`src/rtl/phase_slope_limiter.sv`:
```
module phase_slope_limiter #(
  parameter int ERR_W    = 16,
  parameter int LIMIT    = 50,
  parameter int LOCK_RUN = 16
) (
  input  logic                    clk,
  input  logic                    rst,
  input  logic                    err_valid,
  input  logic signed [ERR_W-1:0] err_in,
  input  logic                    fast_lock,
  input  logic                    freq_match,
  output logic signed [ERR_W-1:0] err_out,
  output logic                    out_valid,
  output logic                    limiting,
  output logic                    lock
);
  localparam int CNT_W = $clog2(LOCK_RUN + 1);
  localparam logic signed [ERR_W-1:0] POS_LIM = ERR_W'(LIMIT);
  localparam logic signed [ERR_W-1:0] NEG_LIM = -POS_LIM;
  localparam logic [CNT_W-1:0] RUN_LAST = CNT_W'(LOCK_RUN - 1);
  localparam logic [CNT_W-1:0] RUN_MAX  = CNT_W'(LOCK_RUN);

  logic                    above, below, over, clip, qual;
  logic signed [ERR_W-1:0] clamped;
  logic [CNT_W-1:0]        run_cnt;

  assign above   = err_in > POS_LIM;
  assign below   = err_in < NEG_LIM;
  assign over    = above | below;
  assign clip    = over & ~fast_lock;
  assign qual    = freq_match & ~over;
  assign clamped = above ? POS_LIM : (below ? NEG_LIM : err_in);

  always_ff @(posedge clk) begin
    if (rst) begin
      err_out   <= '0;
      out_valid <= 1'b0;
      limiting  <= 1'b0;
    end else begin
      out_valid <= err_valid;
      if (err_valid) begin
        err_out  <= fast_lock ? err_in : clamped;
        limiting <= clip;
      end
    end
  end

  always_ff @(posedge clk) begin
    if (rst) begin
      run_cnt <= '0;
      lock    <= 1'b0;
    end else if (err_valid) begin
      if (!qual) begin
        run_cnt <= '0;
        lock    <= 1'b0;
      end else begin
        if (run_cnt != RUN_MAX) run_cnt <= run_cnt + 1'b1;
        lock <= (run_cnt >= RUN_LAST);
      end
    end
  end
endmodule

```
`config.mk`:
```
export PLATFORM = sky130hd
export DESIGN_NAME = phase_slope_limiter
export DESIGN_NICKNAME = d
export VERILOG_FILES = /design/src/rtl/phase_slope_limiter.sv
export SDC_FILE = /design/constraint.sdc
export NUM_CORES = 1
export LEC_CHECK = 0
export BUFFER_PORTS_ARGS = -buffer_cell sky130_fd_sc_hd__buf_2
export CAP_MARGIN = 10
export CELL_PAD_IN_SITES_DETAIL_PLACEMENT = 0
export CELL_PAD_IN_SITES_GLOBAL_PLACEMENT = 2
export CORE_UTILIZATION = 29
export CTS_CLUSTER_SIZE = 16
export DETAILED_ROUTE_END_ITERATION = 8
export PLACE_DENSITY_LB_ADDON = 0.25
export SYNTH_ARGS = -nofsm -noshare
export SYNTH_HDL_FRONTEND = slang
export SYNTH_SLANG_ARGS = --single-unit
```
`constraint.sdc`:
```
create_clock -name clk -period 3.45 [get_ports clk]
set_input_delay 0.345 -clock clk [delete_from_list [all_inputs] [get_ports clk]]
set_output_delay 0.345 -clock clk [all_outputs]
set_load 0.01 [all_outputs]
```
==> reports/metrics.yaml, run 1 <==
status: "completed"
grt_pass1_vias: 1095
cts_buffer_depth: 2
regArea_um2: 480
cts_max_level: 1
yosysTopAreaCell: "dfxtp_1"
tightestPinTransition_ns: 0.906
vias: 1195
worst_slack_ns: 1.34
die_h_um: 66.2
antenna_found_initial: 0
p_leak_nw: 0.610
syn_to_final_growth_pct: 23.7
fp.coreArea_um2: 3800
setup-violations-final: 0
crit_fanout: 12
hp-class: "input pin to flip-flop"
synth_fa_ha_area_frac: 0.0419
nFillCells: 410
syn_area_um2: 1190
switching_share: 0.265
cts.sinks: 24
multiInputGateArea_um2: 653
io_buffers: 39
clkTransAtPathRegs_ns: 0.09
powerDensity_nw_per_um2: 393
required_ns: 3.65
firstDrtPassIters: 4
drv_cap: 0
yosysWarnings: 0
io_pins: 40
num_antenna_cells: 0
grt_max_degree: 17
synth_cells: 146
fin_skew_ns: 0.00484
synthSimpleGateAreaFrac: 0.218
die-area_um2: 4380
arrival_ns: 2.31
tns_ns: 0
cp-end-kind: "flip-flop"
cts_setup_buffers: 0
synth_top_family_by_area: "compound AO/OA/AOI/OAI gates"
synth-compound-area-share: 0.287
cts_tree: "yes"
switching_power_w: 0.000154
placedCellCount: 226
die_w_um: 66.2
p_total_w: 0.000581
synth_cell_types: 36
ant_nets: 0
synthTopCellsByCount: "24 x dfxtp_1, 19 x nand2_1, 15 x o21ai_0"
netlist_top_cells_area: "dfxtp_1 40%, o21ai_0 6.3%, nand2_1 6.0%, ha_1 4.2%, o21ai_1 4.2%"
syn-num-nets: 171
grt_pass1_wl_mm: 5.05
row_count: 22
hold_buffers: 0
hold_viol_final: 0
yosysSeqAreaShare: 0.402
synth_xor_area_frac: 0
ir_drop_mv: 0.272
grt-ovfl-total: 0
place.gp.congestion: 0.828
max_freq_mhz: 475
clk_latency_ns: 0.27
rsz0062_at_grt: "no"
grt.total_usage: 0.153
max-slew-margin-rel: 0.394
syn_avg_cell_area_um2: 8.18
yosys.area.top_type_share: 0.402
seqPwrFrac: 0.510
crit_type: "input pin to flip-flop"
holdWs_ns: 0.354
cts_made_buffers: 3
p_int_w: 0.000427
first_iter_violations: 65
ctsResizeCount: 0
async_flop_share: 0
viasPerCell: 5.20
drcViolationCount: 0
wire_per_inst_um: 13.4
post-place-ws_ns: 1.07
start_util: 0.315
p_clk_frac: 0.333
period_needed_ns: 2.11
nNetsFinal: 208
cts_root_buf: "clkbuf_8"
post-route-period-util: 0.610
synth-edff-count: 0
drt-total-wl_mm: 3.08
drive_above_1_share: 0.258
ys_seq_elements: 24
synthMuxAreaShare: 0
maxSlewViolCount: 0
worst_setup_path_start_kind: "input pin"
synth_ff_type: "dfxtp_1"
stdcell_count: 230
power_frac_comb: 0.157
dp_hpwl_mm: 2.35
yosysMostFrequentCell: "dfxtp_1"
## worst max-delay path, cell delays in order
cell     delay, ns
buf_2         0.11
nand4_1       0.11
or4_1         0.48
ha_1          0.31
nor2b_1       0.60
o21ai_0       0.19
o21ai_1       0.15
## power by group through the flow
stage          registers (W)  logic [W]  clock network (W)
2_1_floorplan       0.000310  0.0000430                  0
3_3_place_gp        0.000303  0.0000918                  0
3_5_place_dp        0.000303  0.0000914                  0
4_1_cts             0.000297  0.0000915           0.000201
5_1_grt             0.000298   0.000100           0.000213
6_report            0.000297  0.0000910           0.000193
## cells in the final DEF (no fill, tap or decap), types with 2 or more instances in the layout
cell and count:
o21ai_1 10, o21ai_0 15, buf_2 39, nor2_1 9, a21oi_1 5, o31ai_1 3
nor2b_1 2, a211oi_1 3, and3_1 2, nor3_1 4, nand3_1 2, a311oi_1 2
a21o_1 2, ha_1 4, nand2_1 19, dfxtp_1 24, clkbuf_8 4, nand4_1 4
o32ai_1 3, inv_1 9, nand2b_1 2
## flip-flops by register name, indices dropped and copies added, names as in the netlist
signal,cells
run_cnt,5
out_valid,1
limiting,1
lock,1
err_out,16
## through the flow
step | cell area, um2 | util
after floorplan | 1190 | -
after global placement | 1420 | 0.375
after detailed placement | 1420 | 0.375
after CTS | 1480 | 0.389
after global routing | 1480 | 0.389
final | 1480 | 0.389
## metal layers
metal / up-vias / GRT usage / routed length, um
met3: 6 / 0.0483 / 208
li1: 604 / - / -
met5: - / 0 / 0
met1: 544 / 0.200 / 1460
met4: 0 / 0.0479 / 48
met2: 41 / 0.239 / 1360
## cell type report
class                   count  area share
well taps                  48      0.0406
flip-flops and latches     24       0.325
multi-input cells         106       0.442
inverters                   9      0.0229
clock buffers               4      0.0373
repair buffers             39       0.132
## cell families after synthesis
group,Yosys count
fa+ha+maj,4
simple gates,51
flops,24
compound gates,51
buf+inv,16
## path summary, 6_finish.rpt
kind | cells past startpoint | from | slack, ns | endpoint
max | 7 | err_in[13] | 1.34 | err_out[8]
max reg2reg | 7 | run_cnt[0] | 1.98 | lock
min | 2 | err_in[1] | 0.35 | err_out[1]
min reg2reg | 2 | err_out[3] | 0.45 | err_out[3]
(Power assumes the default switching activity.)
==> run 2, diff against run 1 <==
--- a/config.mk
+++ b/config.mk
@@ -9,7 +9,7 @@
 export CAP_MARGIN = 10
 export CELL_PAD_IN_SITES_DETAIL_PLACEMENT = 0
 export CELL_PAD_IN_SITES_GLOBAL_PLACEMENT = 2
-export CORE_UTILIZATION = 29
+export CORE_UTILIZATION = 25
 export CTS_CLUSTER_SIZE = 16
 export DETAILED_ROUTE_END_ITERATION = 8
 export PLACE_DENSITY_LB_ADDON = 0.25
==> constraint.sdc (replaced) <==
create_clock -name clk -period 1.8 [get_ports clk]
set_input_delay 0.18 -clock clk [delete_from_list [all_inputs] [get_ports clk]]
set_output_delay 0.18 -clock clk [all_outputs]
set_load 0.01 [all_outputs]
==> reports/metrics.yaml, run 2 (synthesis results as in run 1) <==
dp_hpwl_mm: 2.73
arrival_ns: 1.90
required_ns: 2.00
rr_startpoint: "run_cnt[0]"
drt-total-wl_mm: 3.55
worst_setup_path_start_kind: "input pin"
p_leak_nw: 0.736
cts_buffer_depth: 2
top_register: "err_out"
final_cell_mix: "36 x buf_2, 24 x dfxtp_1, 22 x buf_4"
r2r_slack_ns: 0.23
setup-violations-final: 0
powerDensity_nw_per_um2: 681
grt_max_degree: 17
clk_latency_ns: 0.27
ant_nets: 0
grt_pass1_vias: 1280
crit_buf_inv: 1
cts.sinks: 24
grt.total_usage: 0.144
firstDrtPassIters: 8
worstPathCellList: "buf_2 > nand4_1 > or4_4 > ha_4 > nand2b_4 > nor3_2 > nand4_1 > o22ai_1"
holdWs_ns: 0.196
die_h_um: 71.1
min_path_cells: 3
placedCellCount: 251
reg_top3: "err_out (16), run_cnt (5)"
io_buffers: 39
stdcell_count: 256
drive_above_1_share: 0.377
cts_made_buffers: 3
ir_drop_mv: 0.331
cp-end-kind: "flip-flop"
worst_slack_ns: 0.0944
max-slew-margin-rel: 0.407
syn_to_final_growth_pct: 43.7
r2r-end: "lock"
vias: 1273
viasPerCell: 4.97
reg2regPathDepth: 7
largest_reg_flops: 16
max_freq_mhz: 586
hold_viol_final: 0
num_antenna_cells: 0
period_needed_ns: 1.71
cts_root_buf: "clkbuf_8"
post-route-period-util: 0.948
crit_fanout: 8
nNetsFinal: 230
worst-path-stages: 8
cts_tree: "yes"
first_iter_violations: 46
post-place-ws_ns: -0.275
row_count: 24
utilization: 0.384
grt-ovfl-total: 0
fin_skew_ns: 0.000321
place.gp.congestion: 0.800
crit_type: "input pin to flip-flop"
worst_path_largest_cell_delay_ns: 0.54
start_util: 0.267
maxSlewViolCount: 0
cts_max_level: 1
hp-class: "input pin to flip-flop"
clkTransAtPathRegs_ns: 0.09
status: "finished, violations left"
io_pins: 40
fp.coreArea_um2: 4470
antenna_found_initial: 0
crit_top_cell: "nand4_1"
drv_cap: 0
crit_slowest_cell: "or4_4"
worstHoldStart: "err_in[0]"
crit_family: "simple AND/OR/NAND/NOR gates"
die_w_um: 71.1
drcViolationCount: 3
grt_pass1_wl_mm: 5.73
wire_per_inst_um: 13.9
whs_endpoint: "err_out[0]"
die-area_um2: 5060
final_common_cell: "buf_2"
tightestPinTransition_ns: 0.886
violations: "design-rule violations"
[run 2: layout make-up]
class / count / area [um2]
Fill cell: 491 / 2760
Multi-Input combinational cell: 106 / 703
Sequential cell: 24 / 480
Timing Repair Buffer: 61 / 379
Tap cell: 52 / 65.1
Clock buffer: 4 / 55.1
Inverter: 9 / 33.8
[run 2: worst register-to-register path: stages, from the launching register on]
cell      delay, ns
dfxtp_1        0.42
ha_1           0.26
and3_1         0.19
ha_1           0.14
nor2_1         0.05
a211oi_1       0.21
nand3_1        0.12
a21oi_1        0.12
[run 2: timing repair]
item	4_1_cts	5_1_grt
pin swaps	0	2
hold buffers	0	0
buffers inserted	0	1
resized for setup	1	7
endpoints found under the setup margin	3	4
[run 2: metal layers]
metal,vias up,global-route usage,routed length (um)
li1,646,-,-
met1,596,0.168,1620
met2,29,0.263,1740
met3,2,0.0342,167
met4,0,0.0378,22
met5,-,0,0
[run 2: through the flow]
step                TNS [ns]  area, um2  total power, W
floorplan             -0.248       1220        0.000681
global placement       -1.99       1600        0.000795
detailed placement     -2.92       1600        0.000798
CTS                        0       1670         0.00118
global route        -0.00729       1720         0.00122
finish                     0       1720         0.00117
[run 2: worst max path at each step]
stage | to | start
floorplan | run_cnt[1] | err_in[7]
global placement | run_cnt[4] | err_in[7]
detailed placement | run_cnt[1] | err_in[7]
CTS | run_cnt[0] | err_in[7]
global route | run_cnt[0] | err_in[9]
finish | run_cnt[0] | err_in[9]
[run 2: report_power, final]
part / internal, W / switching (W) / total [W] / leakage (nW)
Combinational: 0.000106 / 0.000121 / 0.000227 / 0.510
Clock: 0.000196 / 0.000179 / 0.000375 / 0.0288
Sequential: 0.000557 / 0.0000110 / 0.000568 / 0.197
==> run 3, diff against run 2 <==
--- a/config.mk
+++ b/config.mk
@@ -12,6 +12,7 @@
 export CORE_UTILIZATION = 25
 export CTS_CLUSTER_SIZE = 16
 export DETAILED_ROUTE_END_ITERATION = 8
+export GPL_TIMING_DRIVEN = 1
 export PLACE_DENSITY_LB_ADDON = 0.25
 export SYNTH_ARGS = -nofsm -noshare
 export SYNTH_HDL_FRONTEND = slang
==> constraint.sdc (replaced) <==
create_clock -name clk -period 1.53 [get_ports clk]
set_input_delay 0.153 -clock clk [delete_from_list [all_inputs] [get_ports clk]]
set_output_delay 0.153 -clock clk [all_outputs]
set_load 0.01 [all_outputs]
==> reports/metrics.yaml, run 3 (synthesis results as in run 1) <==
status: "finished, violations left"
violations: "design-rule violations, negative setup slack"
r2r_slack_ns: 0.07
clk_latency_ns: 0.26
cts_made_buffers: 3
stdcell_count: 260
grt-ovfl-total: 0
final_cell_mix: "33 x buf_2, 27 x buf_4, 24 x dfxtp_1"
place.gp.congestion: 0.719
cp-end-kind: "flip-flop"
vias: 1266
max-slew-margin-rel: 0.783
cts_max_level: 1
setup-violations-final: 6
hp-class: "input pin to flip-flop"
cts_buffer_depth: 2
fin_skew_ns: 0.000907
whs_endpoint: "err_out[0]"
drv_cap: 0
ir_drop_mv: 0.254
grt_pass1_wl_mm: 6.01
worstPathCellList: "buf_6 > nand4_1 > or4_4 > ha_4 > nand2b_4 > nor3_2 > nand4_1 > o22ai_1"
crit_type: "input pin to flip-flop"
top_register: "err_out"
crit_fanout: 8
drt-total-wl_mm: 3.56
max_freq_mhz: 610
tns_ns: -0.487
clkTransAtPathRegs_ns: 0.08
worst_setup_path_start_kind: "input pin"
crit_family: "simple AND/OR/NAND/NOR gates"
post-route-period-util: 1.07
io_buffers: 39
viasPerCell: 4.87
hold_viol_final: 0
grt_max_degree: 17
wire_per_inst_um: 13.7
reg_top3: "err_out (16), run_cnt (5)"
placedCellCount: 254
nFillCells: 493
worst_path_largest_cell_delay_ns: 0.54
largest_reg_flops: 16
reg2regPathDepth: 6
rsz0062_at_grt: "yes"
powerDensity_nw_per_um2: 746
syn_to_final_growth_pct: 48.9
antenna_found_initial: 0
dp_hpwl_mm: 2.77
r2r-end: "run_cnt[4]"
post-place-ws_ns: -0.436
arrival_ns: 1.83
fp.coreArea_um2: 4470
utilization: 0.398
drive_above_1_share: 0.399
crit_slowest_cell: "or4_4"
start_util: 0.267
nNetsFinal: 235
firstDrtPassIters: 9
period_needed_ns: 1.64
ant_nets: 0
first_iter_violations: 27
io_pins: 40
num_antenna_cells: 0
worst_slack_ns: -0.108
required_ns: 1.72
final_common_cell: "buf_2"
drcViolationCount: 1
die_h_um: 71.1
die_w_um: 71.1
regArea_um2: 480
grt.total_usage: 0.149
cts_tree: "yes"
min_path_cells: 3
cts_root_buf: "clkbuf_8"
tightestPinTransition_ns: 0.322
die-area_um2: 5060
row_count: 24
cts.sinks: 24
crit_buf_inv: 1
crit_top_cell: "nand4_1"
rr_startpoint: "run_cnt[0]"
maxSlewViolCount: 0
multiInputGateArea_um2: 723
grt_pass1_vias: 1308
worst-path-stages: 8
worstHoldStart: "err_in[0]"
hold_buffers: 0
p_leak_nw: 0.766
[run 3: through the flow]
stage	total power [W]	instance area [um2]	hold slack [ns]
after floorplan	0.000810	1260	0.295
after global placement	0.000946	1650	0.435
after detailed placement	0.000951	1650	0.440
after CTS	0.00133	1730	0.173
after global routing	0.00141	1780	0.177
final	0.00133	1780	0.177
[run 3: layer usage]
| layer | track usage | wire length [um] | vias to the layer above | part of all wire |
|---|---|---|---|---|
| met2 | 0.241 | 1620 | 30 | 0.46 |
| li1 | - | - | 656 | - |
| met1 | 0.204 | 1770 | 578 | 0.50 |
| met4 | 0.0467 | 20 | 0 | 0.0056 |
| met3 | 0.0242 | 143 | 2 | 0.040 |
| met5 | 0 | 0 | - | 0 |
[run 3: timing repair]
item                                   in CTS  in global routing
setup endpoints to repair                   6                 18
resized for setup                           6                  5
pin swaps                                   6                  3
endpoints found under the hold margin       0                  0
buffers inserted                            0                  4
[run 3: worst register-to-register path, delay by kind of cell (launching register included)]
| kind | cells | cell delay, ns |
|---|---|---|
| compound gates | 3 | 0.58 |
| flops | 1 | 0.36 |
| simple gates | 1 | 0.22 |
| fa+ha+maj | 1 | 0.14 |
| buf+inv | 1 | 0.08 |
[run 3: layout make-up]
class / instances / share of cell area
multi-input cells: 106 / 0.406
repair buffers: 66 / 0.245
flip-flops and latches: 24 / 0.270
clock buffers: 3 / 0.0232
inverters: 9 / 0.0190
well taps: 52 / 0.0366
[run 3: where the power goes]
| group | leakage, nW | switching, W | internal, W |
|---|---|---|---|
| Combinational | 0.548 | 0.000148 | 0.000139 |
| Sequential | 0.197 | 0.0000130 | 0.000655 |
| Clock | 0.0216 | 0.000197 | 0.000176 |
[run 3: how the worst max path moves through the flow]
stage | start | endpoint
final | err_in[7] | run_cnt[0]
after global routing | err_in[3] | run_cnt[4]
after CTS | err_in[7] | run_cnt[0]
after detailed placement | err_in[7] | run_cnt[0]
after global placement | err_in[7] | run_cnt[4]
after floorplan | err_in[7] | run_cnt[1]
